## src/rtl/wave_chan_pkg.sv

```systemverilog
package wave_chan_pkg;

  typedef enum logic [1:0] {
    CH_ARMED,
    CH_FROZEN,
    CH_CONVERTING,
    CH_RDPEND
  } chanState_e;

  typedef struct packed {
    logic writeEn;
    logic capture;
    logic transfer;
  } ctrlStrobe_t;

  localparam logic [1:0] SEL_LOCAL  = 2'd0;
  localparam logic [1:0] SEL_COMMON = 2'd1;
  localparam logic [1:0] SEL_EXT    = 2'd2;

endpackage

```

## src/rtl/wave_chan_fsm.sv

```systemverilog
module wave_chan_fsm
  import wave_chan_pkg::*;
(
  input  logic        clk,
  input  logic        rstN,
  input  logic [1:0]  trigSel,
  input  logic        localHit,
  input  logic        commonTrig,
  input  logic        extTrig,
  input  logic        convDone,
  input  logic        rdBusy,
  output ctrlStrobe_t strb,
  output logic        convReq,
  output logic        eventPending
);

  chanState_e state, stateNext;
  logic trigFire;

  always_comb begin
    case (trigSel)
      SEL_LOCAL:  trigFire = localHit;
      SEL_COMMON: trigFire = commonTrig;
      SEL_EXT:    trigFire = extTrig;
      default:    trigFire = 1'b0;
    endcase
  end

  always_comb begin
    stateNext = state;
    strb = '0;
    case (state)
      CH_ARMED: begin
        strb.writeEn = 1'b1;
        if (trigFire) begin
          strb.capture = 1'b1;
          stateNext = CH_FROZEN;
        end
      end
      CH_FROZEN: stateNext = CH_CONVERTING;
      CH_CONVERTING: begin
        if (convDone) begin
          if (rdBusy) begin
            stateNext = CH_RDPEND;
          end else begin
            strb.transfer = 1'b1;
            stateNext = CH_ARMED;
          end
        end
      end
      CH_RDPEND: begin
        if (!rdBusy) begin
          strb.transfer = 1'b1;
          stateNext = CH_ARMED;
        end
      end
      default: stateNext = CH_ARMED;
    endcase
  end

  always_ff @(posedge clk or negedge rstN) begin
    if (!rstN) state <= CH_ARMED;
    else       state <= stateNext;
  end

  assign convReq      = (state == CH_CONVERTING);
  assign eventPending = (state != CH_ARMED);

  AST_TRIG_FREEZES: assert property (@(posedge clk) disable iff (!rstN)
    (state == CH_ARMED && trigFire) |=> eventPending);
  AST_CONV_HOLD: assert property (@(posedge clk) disable iff (!rstN)
    (convReq && !convDone) |=> convReq);
  AST_REARM: assert property (@(posedge clk) disable iff (!rstN)
    (convReq && convDone && !rdBusy) |=> !eventPending);
  AST_PEND_HOLD: assert property (@(posedge clk) disable iff (!rstN)
    (convReq && convDone && rdBusy) |=> (eventPending && !convReq));
  AST_NO_RETRIG: assert property (@(posedge clk) disable iff (!rstN)
    (state == CH_CONVERTING && !convDone) |=> eventPending);

endmodule

```

## src/rtl/wave_chan_path.sv

```systemverilog
module wave_chan_path
  import wave_chan_pkg::*;
#(
  parameter int DEPTH    = 64,
  parameter int SAMPLE_W = 12,
  parameter int WORD_W   = 14,
  localparam int PTR_W   = $clog2(DEPTH),
  localparam int LEN_W   = PTR_W + 1
) (
  input  logic                clk,
  input  logic                rstN,
  input  ctrlStrobe_t         strb,
  input  logic [SAMPLE_W-1:0] sampleIn,
  input  logic [SAMPLE_W-1:0] threshold,
  input  logic [PTR_W-1:0]    roiStart,
  input  logic [PTR_W-1:0]    roiLenM1,
  output logic                localHit,
  output logic                rdBusy,
  output logic [WORD_W-1:0]   dataOut,
  output logic                dataValid
);

  logic [SAMPLE_W-1:0] mem  [DEPTH];
  logic [SAMPLE_W-1:0] bank [DEPTH];
  logic [PTR_W-1:0]    wrPtr, rdAddr;
  logic [LEN_W-1:0]    rdCnt, rdLen;
  logic [WORD_W-1:0]   tsCnt, tsFrozen, tsHold, sampleWord;
  logic                prevAbove, aboveNow;

  assign aboveNow = (sampleIn > threshold);
  assign localHit = aboveNow && !prevAbove;

  generate
    if (WORD_W > SAMPLE_W) begin : g_pad
      assign sampleWord = {{(WORD_W-SAMPLE_W){1'b0}}, bank[rdAddr]};
    end else begin : g_trunc
      assign sampleWord = bank[rdAddr][WORD_W-1:0];
    end
  endgenerate

  always_ff @(posedge clk) begin
    if (strb.writeEn)  mem[wrPtr] <= sampleIn;
    if (strb.transfer) bank <= mem;
  end

  always_ff @(posedge clk or negedge rstN) begin
    if (!rstN) begin
      wrPtr     <= '0;
      prevAbove <= 1'b1;
      tsCnt     <= '0;
      tsFrozen  <= '0;
      tsHold    <= '0;
      rdBusy    <= 1'b0;
      rdCnt     <= '0;
      rdLen     <= '0;
      rdAddr    <= '0;
      dataOut   <= '0;
      dataValid <= 1'b0;
    end else begin
      tsCnt     <= tsCnt + 1'b1;
      prevAbove <= aboveNow;
      if (strb.writeEn) wrPtr <= wrPtr + 1'b1;
      if (strb.capture) tsFrozen <= tsCnt;
      if (strb.transfer) begin
        rdBusy    <= 1'b1;
        rdCnt     <= '0;
        rdLen     <= LEN_W'(roiLenM1) + LEN_W'(1);
        rdAddr    <= wrPtr + roiStart;
        tsHold    <= tsFrozen;
        dataValid <= 1'b0;
      end else if (rdBusy) begin
        dataValid <= 1'b1;
        dataOut   <= (rdCnt == '0) ? tsHold : sampleWord;
        if (rdCnt != '0) rdAddr <= rdAddr + 1'b1;
        if (rdCnt == rdLen) rdBusy <= 1'b0;
        rdCnt <= rdCnt + 1'b1;
      end else begin
        dataValid <= 1'b0;
      end
    end
  end

  AST_STREAM_START: assert property (@(posedge clk) disable iff (!rstN)
    $rose(dataValid) |-> $past(strb.transfer, 2));
  AST_STREAM_LEN: assert property (@(posedge clk) disable iff (!rstN)
    rdBusy |-> (rdCnt <= rdLen));
  AST_FROZEN_PTR: assert property (@(posedge clk) disable iff (!rstN)
    (!strb.writeEn && !$past(strb.writeEn)) |-> $stable(wrPtr));

endmodule

```

## src/rtl/wave_chan_ctrl.sv

```systemverilog
module wave_chan_ctrl
  import wave_chan_pkg::*;
#(
  parameter int DEPTH    = 64,
  parameter int SAMPLE_W = 12,
  parameter int WORD_W   = 14,
  localparam int PTR_W   = $clog2(DEPTH)
) (
  input  logic                clk,
  input  logic                rstN,
  input  logic [SAMPLE_W-1:0] sampleIn,
  input  logic [SAMPLE_W-1:0] threshold,
  input  logic [1:0]          trigSel,
  input  logic                commonTrig,
  input  logic                extTrig,
  input  logic [PTR_W-1:0]    roiStart,
  input  logic [PTR_W-1:0]    roiLenM1,
  output logic                convReq,
  input  logic                convDone,
  output logic                eventPending,
  output logic [WORD_W-1:0]   dataOut,
  output logic                dataValid
);

  ctrlStrobe_t strb;
  logic localHit, rdBusy;

  wave_chan_fsm u_fsm (
    .clk(clk), .rstN(rstN), .trigSel(trigSel), .localHit(localHit),
    .commonTrig(commonTrig), .extTrig(extTrig), .convDone(convDone),
    .rdBusy(rdBusy), .strb(strb), .convReq(convReq),
    .eventPending(eventPending)
  );

  wave_chan_path #(.DEPTH(DEPTH), .SAMPLE_W(SAMPLE_W), .WORD_W(WORD_W)) u_path (
    .clk(clk), .rstN(rstN), .strb(strb), .sampleIn(sampleIn),
    .threshold(threshold), .roiStart(roiStart), .roiLenM1(roiLenM1),
    .localHit(localHit), .rdBusy(rdBusy), .dataOut(dataOut),
    .dataValid(dataValid)
  );

  AST_RESET_QUIET: assert property (@(posedge clk)
    !rstN |-> (!eventPending && !convReq && !dataValid));

endmodule

```

## config.mk

```make
export PLATFORM = sky130hd
export DESIGN_NAME = wave_chan_ctrl
export DESIGN_NICKNAME = d
export VERILOG_FILES = /design/src/rtl/wave_chan_pkg.sv /design/src/rtl/wave_chan_fsm.sv /design/src/rtl/wave_chan_path.sv /design/src/rtl/wave_chan_ctrl.sv
export SDC_FILE = /design/constraint.sdc
export NUM_CORES = 1
export LEC_CHECK = 0
export BUFFER_PORTS_ARGS = -buffer_cell sky130_fd_sc_hd__buf_2
export CORE_ASPECT_RATIO = 0.8
export CORE_UTILIZATION = 45
export DETAILED_ROUTE_END_ITERATION = 6
export GPL_TIMING_DRIVEN = 0
export PLACE_DENSITY_LB_ADDON = 0.15
export SLEW_MARGIN = 20
export SYNTH_ARGS = -nofsm -noshare
export SYNTH_HDL_FRONTEND = slang
export SYNTH_HIERARCHICAL = 1
export SYNTH_SLANG_ARGS = --single-unit
```

## constraint.sdc

```tcl
create_clock -name clk -period 93.2 [get_ports clk]
set_input_delay 18.64 -clock clk [delete_from_list [all_inputs] [get_ports clk]]
set_output_delay 18.64 -clock clk [all_outputs]
set_load 0.02 [all_outputs]
```

# == Word-level counts from Yosys, hierarchy flattened ==
# Cells that the tools add are included.
# classes
addsub,6
magnitude_cmp,4
n_eq_ne,9
n_mux,28
bitwise_logic,3
reduce_logical,13
# ops
cell,n
$bwmux W768,1
$bmux W12 S6,1
$demux W12 S6,1
$mux W12,3
$mux W6,3
$add A14 B1 Y14 const B,1
$ge A7 B7 Y1 const B,2
$mux W14,1
$mux W7,2
$not A6 Y7,2
$add A6 B1 Y6 const B,2
$gt A12 B12 Y1,1
$mux W2,5
$mux W1,8
$pmux W2 S4,1
$add A6 B1 Y7 const B,1
$add A7 B1 Y7 const B,1
$eq A7 B7 Y1,1
$logic_not A7 Y1,1
$lt A7 B1 Y1 const B,1
$reduce_bool A7 Y1,1
$add A6 B6 Y6,1
$eq A2 B2 Y1 const B,3
$reduce_bool A2 Y1,3
11 further kinds,16
# word_totals
register_bits,1623
input_bits,43
out_inout_bits,17
wordCells,203

# == Longest topological paths before layout ==
# logic_depth
word_depth,6
depth_mapped,12
ltp_nobuf,11

# == By module ==
# Netlist, hierarchy kept.
# modules_own_cells
mod,instances,cells_per_inst,area_each_um2,seq_area_each_um2
wave_chan_path,1,2544,56908.3,48252.5
wave_chan_fsm,1,14,128.9,50.0

# == Least setup slack after synthesis ==
# OpenSTA, ideal clock, no wires.
# synth_path
path_type,input -> register
from,input convDone
to,register u_path/bank[0] in the netlist's numbering (enable)
setup_ns,1.924
arrival_ns,50.536
required_time_ns,91.276
path_slack_ns,40.740
stages,2
n_path_buf,0
cell_sequence,o21ai_0 -> nor2_1
# synth_lines
item,line,source
from (decl),wave_chan_ctrl.sv:19,"input logic convDone,"
to (signal assigned),wave_chan_path.sv:43,if (strb.transfer) bank <= mem;
to (decl),wave_chan_path.sv:24,logic [SAMPLE_W-1:0] bank [DEPTH];

==> out/results.ini <==
[pwr]
swShare_pct=29.7
p_per_area_nw_per_um2=29.9
ir_drop_mv=0.0190
clockPowerShare_pct=30.8
leakage_nw=21.7
power_frac_seq_pct=45.3
netSwitchingPower_uw=588
p_int_mw=1.39
p_comb_share_pct=23.9

[sta]
finalHoldViolCount=0
min_period_over_period_pct=23.3
setup_tns_ns=0
hold_slack_ns=0.404
min_period_ns=21.71
max_slew_margin_pct=26.5
worstMarginPinSlew_ns=1.10
fin_skew_ns=0.0305
fin_ws_ns=71.50
max_clock_freq_mhz=46.1
finalSetupViolations=0
rsz0062_at_grt=no
slew_violations=0

[yosys]
synth_top_family_by_area=multiplexers
synth_top_area_share_pct=80.9
synth_warnings=6
synth_compound_area_share_pct=2.10
ys_types=54
synth-seq-cells=1623
synth-xor-area-share_pct=0.630
async_reset_ff_share_pct=5.36
synth_edf_count=1536
synth_nets=2625
netlist_instances=2558
synth_area_leaders=edfxtp_1 (81%), mux4_2 (5.7%), dfrtp_1 (3.8%)
syn_area_um2=57000
yosys.area_share.simple_pct=2.26
muxShareOfSynthArea_pct=8.67
syn_avg_cell_area_um2=22.3
yosys.area.top_type=edfxtp_1
yosysSeqAreaShare_pct=84.7
synth_fa_ha_area_share_pct=0.540
ys.flop_type=edfxtp_1

[detailed_routing]
routed_wl_um=133000
routed-wl-met2_um=60600
num_vias=25800
routed-wl-met3_um=11200
firstDrtPassIters=5
drc=0
wl_per_cell_um=28.5
maxUsedRoutingLayer=met5
first_iter_violations=2843
viasPerCell=5.55
m1WireLength_um=57200
antenna_left=0

[place]
place.gp.congestion=0.962
pre_cts_slack_ns=70.97
placed_cells=4367
port_buffers=59
dp_hpwl_um=88900

[cts]
cts_buffer_depth=3
ctsHoldBuffers=0
root_buffer=clkbuf_16
post-cts-setup-buffers=0
cts_resized=0
clock_latency_ns=0.77
cts_tree=done
htreeDepth=4
clk_pin_slew_ns=0.06
cts_sinks=1623
cts_buffers=157

[setup_path]
criticalPathCategory=in2reg
crit_family=simple AND/OR/NAND/NOR gates
start_kind=input port
crit_required_ns=93.89
critPathMaxFanout=21
worst_ep_arrival_time_ns=22.40
path_buf_inv=5
slowest_stage=nor3_1
worstSetupEndpointType=register
slowest_delay_ns=0.71
crit_chain=buf_2 -> o21ai_0 -> nor2_4 -> buf_16 -> clkbuf_1 -> nand2b_1 -> buf_2 -> nor3_1 -> clkbuf_1 -> nand3_1 -> nand4_1

[grt]
track_usage_pct=21.0
grt_overflow=0
antenna_found_initial=8
first_global_vias=25800
grt_pass1_wl_um=186000
grt_max_degree=66

[floorplanning]
rows=116
io_pins=60
core_area_um2=125000
initial_core_util_pct=45.5
die_w_um=400
dieArea_um2=128000
chipHeight_um=320

[final_layout]
nNetsFinal=2941
fillCellCount=9692
layout_commonest_cell=edfxtp_1
layout_common_cells=edfxtp_1 (1,536), clkbuf_16 (162), mux4_2 (145)
stdcell_count=4647
drive_above_1_share_pct=22.8
syn2layout_area_growth_pct=16.0

[run_status]
status=finished clean

[hold_path]
hold_class=reg2reg

[job]
drv_cap=0

-- per-stage QoR --
| stage | area [um^2] | util [%] | power [mW] |
|---|---|---|---|
| finish | 66200 | 52.8 | 1.98 |
| floorplan | 57000 | - | 1.28 |
| global placement | 59400 | 47.4 | 1.50 |
| global route | 66200 | 52.8 | 2.05 |
| detailed placement | 61300 | 48.9 | 1.38 |
| CTS | 66200 | 52.8 | 1.99 |
-- cells by family after synthesis --
logic type | after synthesis
compound gates | 174
flops | 1623
mux | 309
fa+ha+maj | 24
buf+inv | 121
simple gates | 266
xor+xnor | 41
-- per-layer routing --
metal  vias up  GRT usage (%)
met3       203           5.49
met4         6           6.32
met2       954           31.6
li1      11000              -
met1     13600           30.2
met5         -              0
-- state kept, by name, indices dropped and copies added, names as in the netlist --
| name | count |
|---|---|
| u_fsm/state | 2 |
| u_path/prevAbove | 1 |
| u_path/rdLen | 7 |
| u_path/dataOut | 14 |
| u_path/bank | 768 |
| u_path/rdBusy | 1 |
| u_path/rdCnt | 7 |
| u_path/tsHold | 14 |
| u_path/rdAddr | 6 |
| u_path/mem | 768 |
| u_path/dataValid | 1 |
| u_path/wrPtr | 6 |
| u_path/tsFrozen | 14 |
| u_path/tsCnt | 14 |
-- worst paths after layout --
check | from | endpoint | slack (ns) | depth (start not counted)
max | convDone | u_path/dataOut[9]$_DFFE_PN0P_ | 71.50 | 11
min reg2reg | u_path/mem[1]$_DFFE_PP_ | u_path/bank[1]$_DFFE_PP_ | 0.40 | 0
min | u_path/mem[1]$_DFFE_PP_ | u_path/bank[1]$_DFFE_PP_ | 0.40 | 0
min in group asynchronous | rstN | u_path/tsCnt[13]$_DFF_PN0_ | 17.83 | 1
max in group asynchronous | rstN | u_path/wrPtr[5]$_DFFE_PN0P_ | 74.68 | 2
max reg2reg | u_fsm/state[0]$_DFFE_PN0P_ | u_path/dataOut[9]$_DFFE_PN0P_ | 89.03 | 10
-- power by group through the flow --
stage	Clock [mW]	Sequential (mW)	Combinational, mW
global route	0.651	0.900	0.493
detailed placement	0	0.911	0.470
floorplan	0	1.02	0.260
finish	0.609	0.896	0.472
global placement	0	1.07	0.436
CTS	0.623	0.896	0.472
-- Yosys cell counts (all sizes together) (2+ instances only) --
cell / count
mux2i: 134
nand4: 22
and4: 2
nand2: 56
a22oi: 25
a21oi: 38
mux4: 145
nand3b: 3
edfxtp: 1536
mux2: 30
and2: 2
or3b: 3
nand3: 53
xnor2: 23
xor2: 18
nand2b: 5
buf: 62
a211oi: 18
dfrtp: 86
or3: 5
o221ai: 24
nor3: 5
o22ai: 19
and3: 5
a2111oi: 5
o21ai: 36
a21o: 2
inv: 23
nor2: 91
o21bai: 2
nor2b: 8
clkbuf: 36
ha: 23
-- area by class of cell --
class / count / area (um^2) / share of cell area [%]
Buffer: 98 / 556 / 0.839
Antenna cell: 1 / 2.50 / 0.00378
Tap cell: 1652 / 2070 / 3.12
Multi-Input combinational cell: 814 / 8270 / 12.5
Sequential cell: 1623 / 48300 / 73.0
Clock inverter: 78 / 689 / 1.04
Inverter: 23 / 86.3 / 0.130
Timing Repair Buffer: 157 / 2010 / 3.04
Clock buffer: 201 / 4200 / 6.35
Power figures use the tool's default switching activity.
